===== src/rtl/scl_gen_pkg.sv =====
// Package: shared phase encoding for the SCL rate generator.
// Assumes: consumers only compare against these names, never raw codes.
package scl_gen_pkg;

    typedef enum logic [1:0] {
        PH_IDLE = 2'd0,
        PH_LOW  = 2'd1,
        PH_WAIT = 2'd2,
        PH_HIGH = 2'd3
    } phase_e;

endpackage


===== src/rtl/scl_line_sync.sv =====
// Module: scl_line_sync
// Brings the external SCL level into the clock domain through a chain of
// flops. Assumes the released line idles high, so every stage resets to 1.
module scl_line_sync #(
    parameter int STAGES = 2
) (
    input  logic clk,
    input  logic rst_n,
    input  logic line_in,
    output logic line_sync
);

    logic [STAGES-1:0] chain_q;

    generate
        for (genvar s = 0; s < STAGES; s++) begin : g_stage
            if (s == 0) begin : g_first
                // Capture the raw line level.
                always_ff @(posedge clk) begin
                    if (!rst_n) chain_q[0] <= 1'b1;
                    else        chain_q[0] <= line_in;
                end
            end else begin : g_next
                // Pass the level down the chain.
                always_ff @(posedge clk) begin
                    if (!rst_n) chain_q[s] <= 1'b1;
                    else        chain_q[s] <= chain_q[s-1];
                end
            end
        end
    endgenerate

    assign line_sync = chain_q[STAGES-1];

endmodule


===== src/rtl/scl_phase_len.sv =====
// Module: scl_phase_len
// Turns the split period code, the mode bit and the prescale code into
// phase lengths and marker offsets. Pure combinational logic.
// Assumes CNT_W is wide enough for the code plus SLOW_EXTRA plus 3.
module scl_phase_len #(
    parameter int CODE_LO_W  = 5,
    parameter int CODE_HI_W  = 6,
    parameter int PRESC_W    = 5,
    parameter int SLOW_EXTRA = 65,
    parameter int SLOW_PRESC = 1,
    parameter int CNT_W      = CODE_LO_W + CODE_HI_W + 2
) (
    input  logic [CODE_LO_W-1:0] code_lo,
    input  logic [CODE_HI_W-1:0] code_hi,
    input  logic                 fast_mode,
    input  logic [PRESC_W-1:0]   presc,
    output logic [CNT_W-1:0]     low_len,
    output logic [CNT_W-1:0]     high_len,
    output logic [CNT_W-1:0]     sda_pt,
    output logic [CNT_W-1:0]     sample_pt
);

    localparam int CODE_W = CODE_LO_W + CODE_HI_W;

    logic [CODE_W-1:0] code;
    logic [CNT_W-1:0]  code_ext;
    logic [CNT_W-1:0]  extra;
    logic              slow_clk;

    assign code     = {code_hi, code_lo};
    assign code_ext = CNT_W'(code);
    assign slow_clk = (presc <= PRESC_W'(SLOW_PRESC));

    // Select the compensation delay for slow clocks in standard mode.
    always_comb begin
        extra = '0;
        if (!fast_mode && slow_clk) extra = CNT_W'(SLOW_EXTRA);
    end

    // Derive both phase lengths from the code and the mode.
    always_comb begin
        low_len = code_ext + CNT_W'(3) + extra;
        if (fast_mode) high_len = (code_ext >> 1) + CNT_W'(1);
        else           high_len = code_ext + CNT_W'(1) + extra;
    end

    // Place the SDA change and sample markers mid-phase.
    always_comb begin
        sda_pt    = low_len >> 1;
        sample_pt = high_len >> 1;
    end

endmodule


===== src/rtl/scl_phase_fsm.sv =====
// Module: scl_phase_fsm
// Sequences idle, low, wait-for-high and high phases and emits marker
// pulses. Assumes low_len >= 3 and high_len >= 1 (guaranteed by
// scl_phase_len), and that line_high is already synchronized.
module scl_phase_fsm
    import scl_gen_pkg::*;
#(
    parameter int CNT_W = 13
) (
    input  logic             clk,
    input  logic             rst_n,
    input  logic             run,
    input  logic             line_high,
    input  logic [CNT_W-1:0] low_len,
    input  logic [CNT_W-1:0] high_len,
    input  logic [CNT_W-1:0] sda_pt,
    input  logic [CNT_W-1:0] sample_pt,
    output logic             drive_low,
    output logic             pulse_fall,
    output logic             pulse_sda,
    output logic             pulse_rise,
    output logic             pulse_sample
);

    phase_e           phase_q, phase_d;
    logic [CNT_W-1:0] cnt_q, cnt_d;
    logic             low_done, high_done;

    assign low_done  = (cnt_q >= low_len - CNT_W'(1));
    assign high_done = (cnt_q >= high_len - CNT_W'(1));

    // Choose the next phase and counter value.
    always_comb begin
        phase_d = phase_q;
        cnt_d   = cnt_q;
        if (!run) begin
            phase_d = PH_IDLE;
            cnt_d   = '0;
        end else begin
            case (phase_q)
                PH_IDLE: begin
                    phase_d = PH_LOW;
                    cnt_d   = '0;
                end
                PH_LOW: begin
                    if (low_done) begin
                        phase_d = PH_WAIT;
                        cnt_d   = '0;
                    end else begin
                        cnt_d = cnt_q + CNT_W'(1);
                    end
                end
                PH_WAIT: begin
                    if (line_high) begin
                        phase_d = PH_HIGH;
                        cnt_d   = '0;
                    end
                end
                PH_HIGH: begin
                    if (high_done) begin
                        phase_d = PH_LOW;
                        cnt_d   = '0;
                    end else begin
                        cnt_d = cnt_q + CNT_W'(1);
                    end
                end
                default: begin
                    phase_d = PH_IDLE;
                    cnt_d   = '0;
                end
            endcase
        end
    end

    // Register phase and counter.
    always_ff @(posedge clk) begin
        if (!rst_n) begin
            phase_q <= PH_IDLE;
            cnt_q   <= '0;
        end else begin
            phase_q <= phase_d;
            cnt_q   <= cnt_d;
        end
    end

    // Decode line drive and marker pulses from the registered state.
    always_comb begin
        drive_low    = (phase_q == PH_LOW);
        pulse_fall   = (phase_q == PH_LOW) && (cnt_q == '0);
        pulse_sda    = (phase_q == PH_LOW) && (cnt_q == sda_pt);
        pulse_rise   = (phase_q == PH_LOW) && (cnt_q == low_len - CNT_W'(1));
        pulse_sample = (phase_q == PH_HIGH) && (cnt_q == sample_pt);
    end

endmodule


===== src/rtl/scl_rate_gen.sv =====
// Module: scl_rate_gen (top)
// SCL rate generator: splits the configuration fields, computes phase
// lengths, synchronizes the line and runs the phase sequencer.
// Assumes scl_in reflects the wired-AND level of the SCL line.
module scl_rate_gen #(
    parameter int CODE_LO_W   = 5,
    parameter int CODE_HI_W   = 6,
    parameter int PRESC_W     = 5,
    parameter int SLOW_EXTRA  = 65,
    parameter int SLOW_PRESC  = 1,
    parameter int SYNC_STAGES = 2
) (
    input  logic                 clk,
    input  logic                 rst_n,
    input  logic [CODE_LO_W+1:0] clk_lo_cfg,
    input  logic [CODE_HI_W-1:0] clk_hi_cfg,
    input  logic [PRESC_W-1:0]   presc_code,
    input  logic                 scl_in,
    output logic                 scl_drive_low,
    output logic                 tick_fall,
    output logic                 tick_sda,
    output logic                 tick_rise,
    output logic                 tick_sample
);

    localparam int EN_BIT   = CODE_LO_W;
    localparam int FAST_BIT = CODE_LO_W + 1;
    localparam int CNT_W    = CODE_LO_W + CODE_HI_W + 2;

    logic             line_high;
    logic [CNT_W-1:0] low_len, high_len, sda_pt, sample_pt;

    scl_line_sync #(.STAGES(SYNC_STAGES)) u_sync (
        .clk       (clk),
        .rst_n     (rst_n),
        .line_in   (scl_in),
        .line_sync (line_high)
    );

    scl_phase_len #(
        .CODE_LO_W  (CODE_LO_W),
        .CODE_HI_W  (CODE_HI_W),
        .PRESC_W    (PRESC_W),
        .SLOW_EXTRA (SLOW_EXTRA),
        .SLOW_PRESC (SLOW_PRESC),
        .CNT_W      (CNT_W)
    ) u_len (
        .code_lo   (clk_lo_cfg[CODE_LO_W-1:0]),
        .code_hi   (clk_hi_cfg),
        .fast_mode (clk_lo_cfg[FAST_BIT]),
        .presc     (presc_code),
        .low_len   (low_len),
        .high_len  (high_len),
        .sda_pt    (sda_pt),
        .sample_pt (sample_pt)
    );

    scl_phase_fsm #(.CNT_W(CNT_W)) u_fsm (
        .clk          (clk),
        .rst_n        (rst_n),
        .run          (clk_lo_cfg[EN_BIT]),
        .line_high    (line_high),
        .low_len      (low_len),
        .high_len     (high_len),
        .sda_pt       (sda_pt),
        .sample_pt    (sample_pt),
        .drive_low    (scl_drive_low),
        .pulse_fall   (tick_fall),
        .pulse_sda    (tick_sda),
        .pulse_rise   (tick_rise),
        .pulse_sample (tick_sample)
    );

endmodule


===== config.mk =====
export PLATFORM = sky130hd
export DESIGN_NAME = scl_rate_gen
export DESIGN_NICKNAME = d
export VERILOG_FILES = /design/src/rtl/scl_gen_pkg.sv /design/src/rtl/scl_line_sync.sv /design/src/rtl/scl_phase_len.sv /design/src/rtl/scl_phase_fsm.sv /design/src/rtl/scl_rate_gen.sv
export SDC_FILE = /design/constraint.sdc
export NUM_CORES = 1
export LEC_CHECK = 0
export ABC_CLOCK_PERIOD_IN_PS = 7000
export BUFFER_PORTS_ARGS = -buffer_cell sky130_fd_sc_hd__buf_2
export CAP_MARGIN = 10
export CORE_ASPECT_RATIO = 1.75
export CORE_MARGIN = 5
export CORE_UTILIZATION = 50
export CTS_CLUSTER_DIAMETER = 60
export DETAILED_ROUTE_END_ITERATION = 16
export PLACE_DENSITY = 0.68
export SYNTH_ARGS = -nofsm -noshare
export SYNTH_HDL_FRONTEND = slang
export SYNTH_SLANG_ARGS = --single-unit

===== constraint.sdc =====
create_clock -name clk -period 7 [get_ports clk]
set_input_delay 0.35 -clock clk [delete_from_list [all_inputs] [get_ports clk]]
set_output_delay 0.35 -clock clk [all_outputs]
set_load 0.02 [all_outputs]

==> metrics.txt <==
outcome=finished, final reports clean; family with the most delay on the worst path=simple AND/OR/NAND/NOR gates; drt initial violations=142; number of max-cap violations=0; Die H=124.2 µm; routability-driven placement congestion ratio=0.8866; post-layout util=0.5375; Clock transition at path regs=50 ps; leading area contributor after synthesis=ha_1; Combinational Power Share=0.424; R2R cell count=8; final worst slack=1611 ps; max_slew headroom=0.5238; Slowest cell on crit path=o21a_1; CP peak stage delay=550 ps; num ports=26; register area share after synthesis=0.09131; PwrDens=96.13 mW/mm²; diodes inserted=0; Row Count=41; dpl cell area=0.003807 mm²; Buf/Inv on CP=2; reg2reg end=u_fsm.phase_q[1]$_SDFFE_PN0P_; Min Clock Period, post-route=5389 ps; Ys Warns=0; Arr. time, crit path=5550 ps; Setup crit end kind=register; nets@finish=557; fillers=699; Int Power=0.0002369 W; Final Cycle Share=0.7698; chain of cells forming the critical path=buf_2, or4_1, nor2_1, ha_1, ha_1, inv_1, or4_1, nand3_1, xor2_1, nor3_1, nand3b_1, nor3_1, xor2_1, ha_1, nand3_1, nor4_1, a2111oi_0, o21a_1, nor3_1, a211oi_1; first-pass GRT wire length=15.88 mm; cts repair resizes=0; CTS buffer count=3; Vias=3,574; main area contributors after synthesis=ha_1, xnor2_1, dfxtp_1, xor2_1, nand2_1; Mapped Cells=491; Post-synth EDFFs=0; initial antenna violation count=0; hold slack final=275.4 ps; synthesized flop and latch total=17; vias in the first global route=3,491; Die ar.=0.009349 mm²; crit path launch type=input pin; CTS tree=built; design area=0.003887 mm²; Final ANT Viol Nets=0; Final setup viols=0; largest net degree at the start of global routing=22; Synthesized Nets=555; Max clock buf depth=2; first drt pass iteration count=4; # Post-CTS Setup Buffers=0; clk_skew=4.640 ps; sw frac=0.3660; GR Overflow Total=0; maximum clock rate=185.6 MHz; endpoint of the worst hold path=u_sync.chain_q[0]$_SDFF_PN1_; syn avg cell area=7.591 µm²; Reg-to-Reg Start=u_fsm.cnt_q[2]$_SDFFE_PN0P_; Seq pwr share=0.269; hold_sp=scl_in; layout cells sized above 1=0.1159; r2r setup slk=4090 ps; clk_lat worst skew=250 ps; htree depth=1; Distinct cells, synth=76; Via density=6.183; top-count cell post-synth=nand2_1; Sw Pwr=0.0001368 W; synth cell count leaders=nand2_1, ha_1, xnor2_1, xor2_1, nor2_1; Synth async-reset ratio=0; Final TNS setup=0 ps; worst-path fanout max=14; Post-Syn Area=0.003727 mm²; Residual DRC=0; hold path depth=2; LEAKAGE=1.612 nW; # port buffers=24; Least-Margin Pin Slew=711.7 ps; area share of the largest cell type after synthesis=0.1443; Hold Fails Final Rpt=0; RSZ-0062 raised after global routing=no; Starting Density=0.5153; routed len/inst=17.01 µm; Core ar.=0.007233 mm²; Crit Path Class=in2reg; Post-Place Worst Slack=1371 ps; GRT Util Overall=0.2125; Hold WC Path Type=in2reg; chip width=75.27 µm; clock sink total=17; maximum vdd drop=0.07439 mV; DRT Wirelength=9.832 mm; Clk pwr share=0.308; Post-synth top flop=dfxtp_1; cts hold-fix bufs=0; HPWL after DPL=8.122 mm; Slew Viols, Final=0; area delta synth->final=4.297%; Root Driver=clkbuf_16; worst endpoint required time=7160 ps
[placed cells by master (no fill, tap or decap), types with 3 or more instances in the layout]
cell type,instances
a211oi_1,6
nor2_1,28
buf_2,24
inv_1,17
clkbuf_16,3
dfxtp_1,17
or3_1,11
xnor2_1,42
ha_1,43
o2111ai_1,4
o22ai_1,11
xor2_1,31
nand3b_1,3
and3_1,13
nor3_1,25
a21oi_1,7
nor4_1,7
nand2b_1,10
o21ai_0,11
nand3_1,25
nand2_1,56
nand4_1,8
a21o_1,5
nor2b_1,6
o21a_1,5
o211ai_1,6
a2111oi_0,3
or4_1,3
and3b_1,4
[worst max-delay path by stage]
stage / slack [ps] / to / from / cells after the start
floorplan: 1820 / u_fsm.cnt_q[10]$_SDFFE_PN0P_ / clk_lo_cfg[6] / 22
global placement: 1440 / u_fsm.phase_q[0]$_SDFFE_PN0P_ / presc_code[3] / 20
detailed placement: 1370 / u_fsm.phase_q[1]$_SDFFE_PN0P_ / presc_code[3] / 20
CTS: 1620 / u_fsm.phase_q[1]$_SDFFE_PN0P_ / presc_code[3] / 20
global route: 1210 / u_fsm.phase_q[1]$_SDFFE_PN0P_ / presc_code[3] / 20
finish: 1610 / u_fsm.phase_q[1]$_SDFFE_PN0P_ / presc_code[3] / 20
[registers in the layout, indices dropped and copies added, names as in the netlist]
register,count
u_sync.chain_q,1
u_fsm.phase_q,2
u_fsm.cnt_q,13
u_sync.line_sync,1
[power groups by stage]
stage,registers (W),clock network [W],logic (W)
final,0.000100,0.000115,0.000158
after global routing,0.000100,0.000122,0.000176
after CTS,0.000100,0.000116,0.000159
after detailed placement,0.000102,0,0.000158
after global placement,0.000102,0,0.000154
after floorplan,0.000102,0,0.000126
[kinds of logic after synthesis]
family | count (synthesis) | synth area share
muxes | 2 | 0.006713
adders and majority gates | 43 | 0.1443
AOI/OAI and AO/OA | 89 | 0.1897
and+or+nand+nor | 218 | 0.3196
buffers and inverters | 46 | 0.06075
DFF | 17 | 0.09131
xor gates and xnor gates | 76 | 0.1876
[metal layers]
metal	global-route usage	share of wire	wire length, µm
met1	0.2248	0.38	3713
met2	0.3900	0.53	5185
met3	0.007270	0.032	311
met4	0.1277	0.063	621
met5	0	0	0
[layout make-up]
cell class,instances,area (µm²),share of cell area
sequential,17,340.3,0.08754
multi-input combinational,428,3161,0.8130
timing repair buffer,26,135.1,0.03476
clock buffer,3,75.07,0.01931
clock inverter,1,5.005,0.001287
tap,86,107.6,0.02768
inverter,17,63.81,0.01641
[worst register-to-register path, stage by stage (launching register included)]
cell       delay (ps)
dfxtp_1           590
ha_1              340
o21a_1            110
o21ai_0           190
a211oi_1          110
a2111oi_0         510
o21a_1            550
nor3_1            140
a211oi_1          270
[metrics by stage]
step / instances / power (W)
after global routing: 578 / 0.0003985
final: 578 / 0.0003737
after global placement: 574 / 0.0002566
after floorplan: 491 / 0.0002277
after detailed placement: 574 / 0.0002607
after CTS: 578 / 0.0003756
No activity file was read; power rests on OpenSTA's default activity.
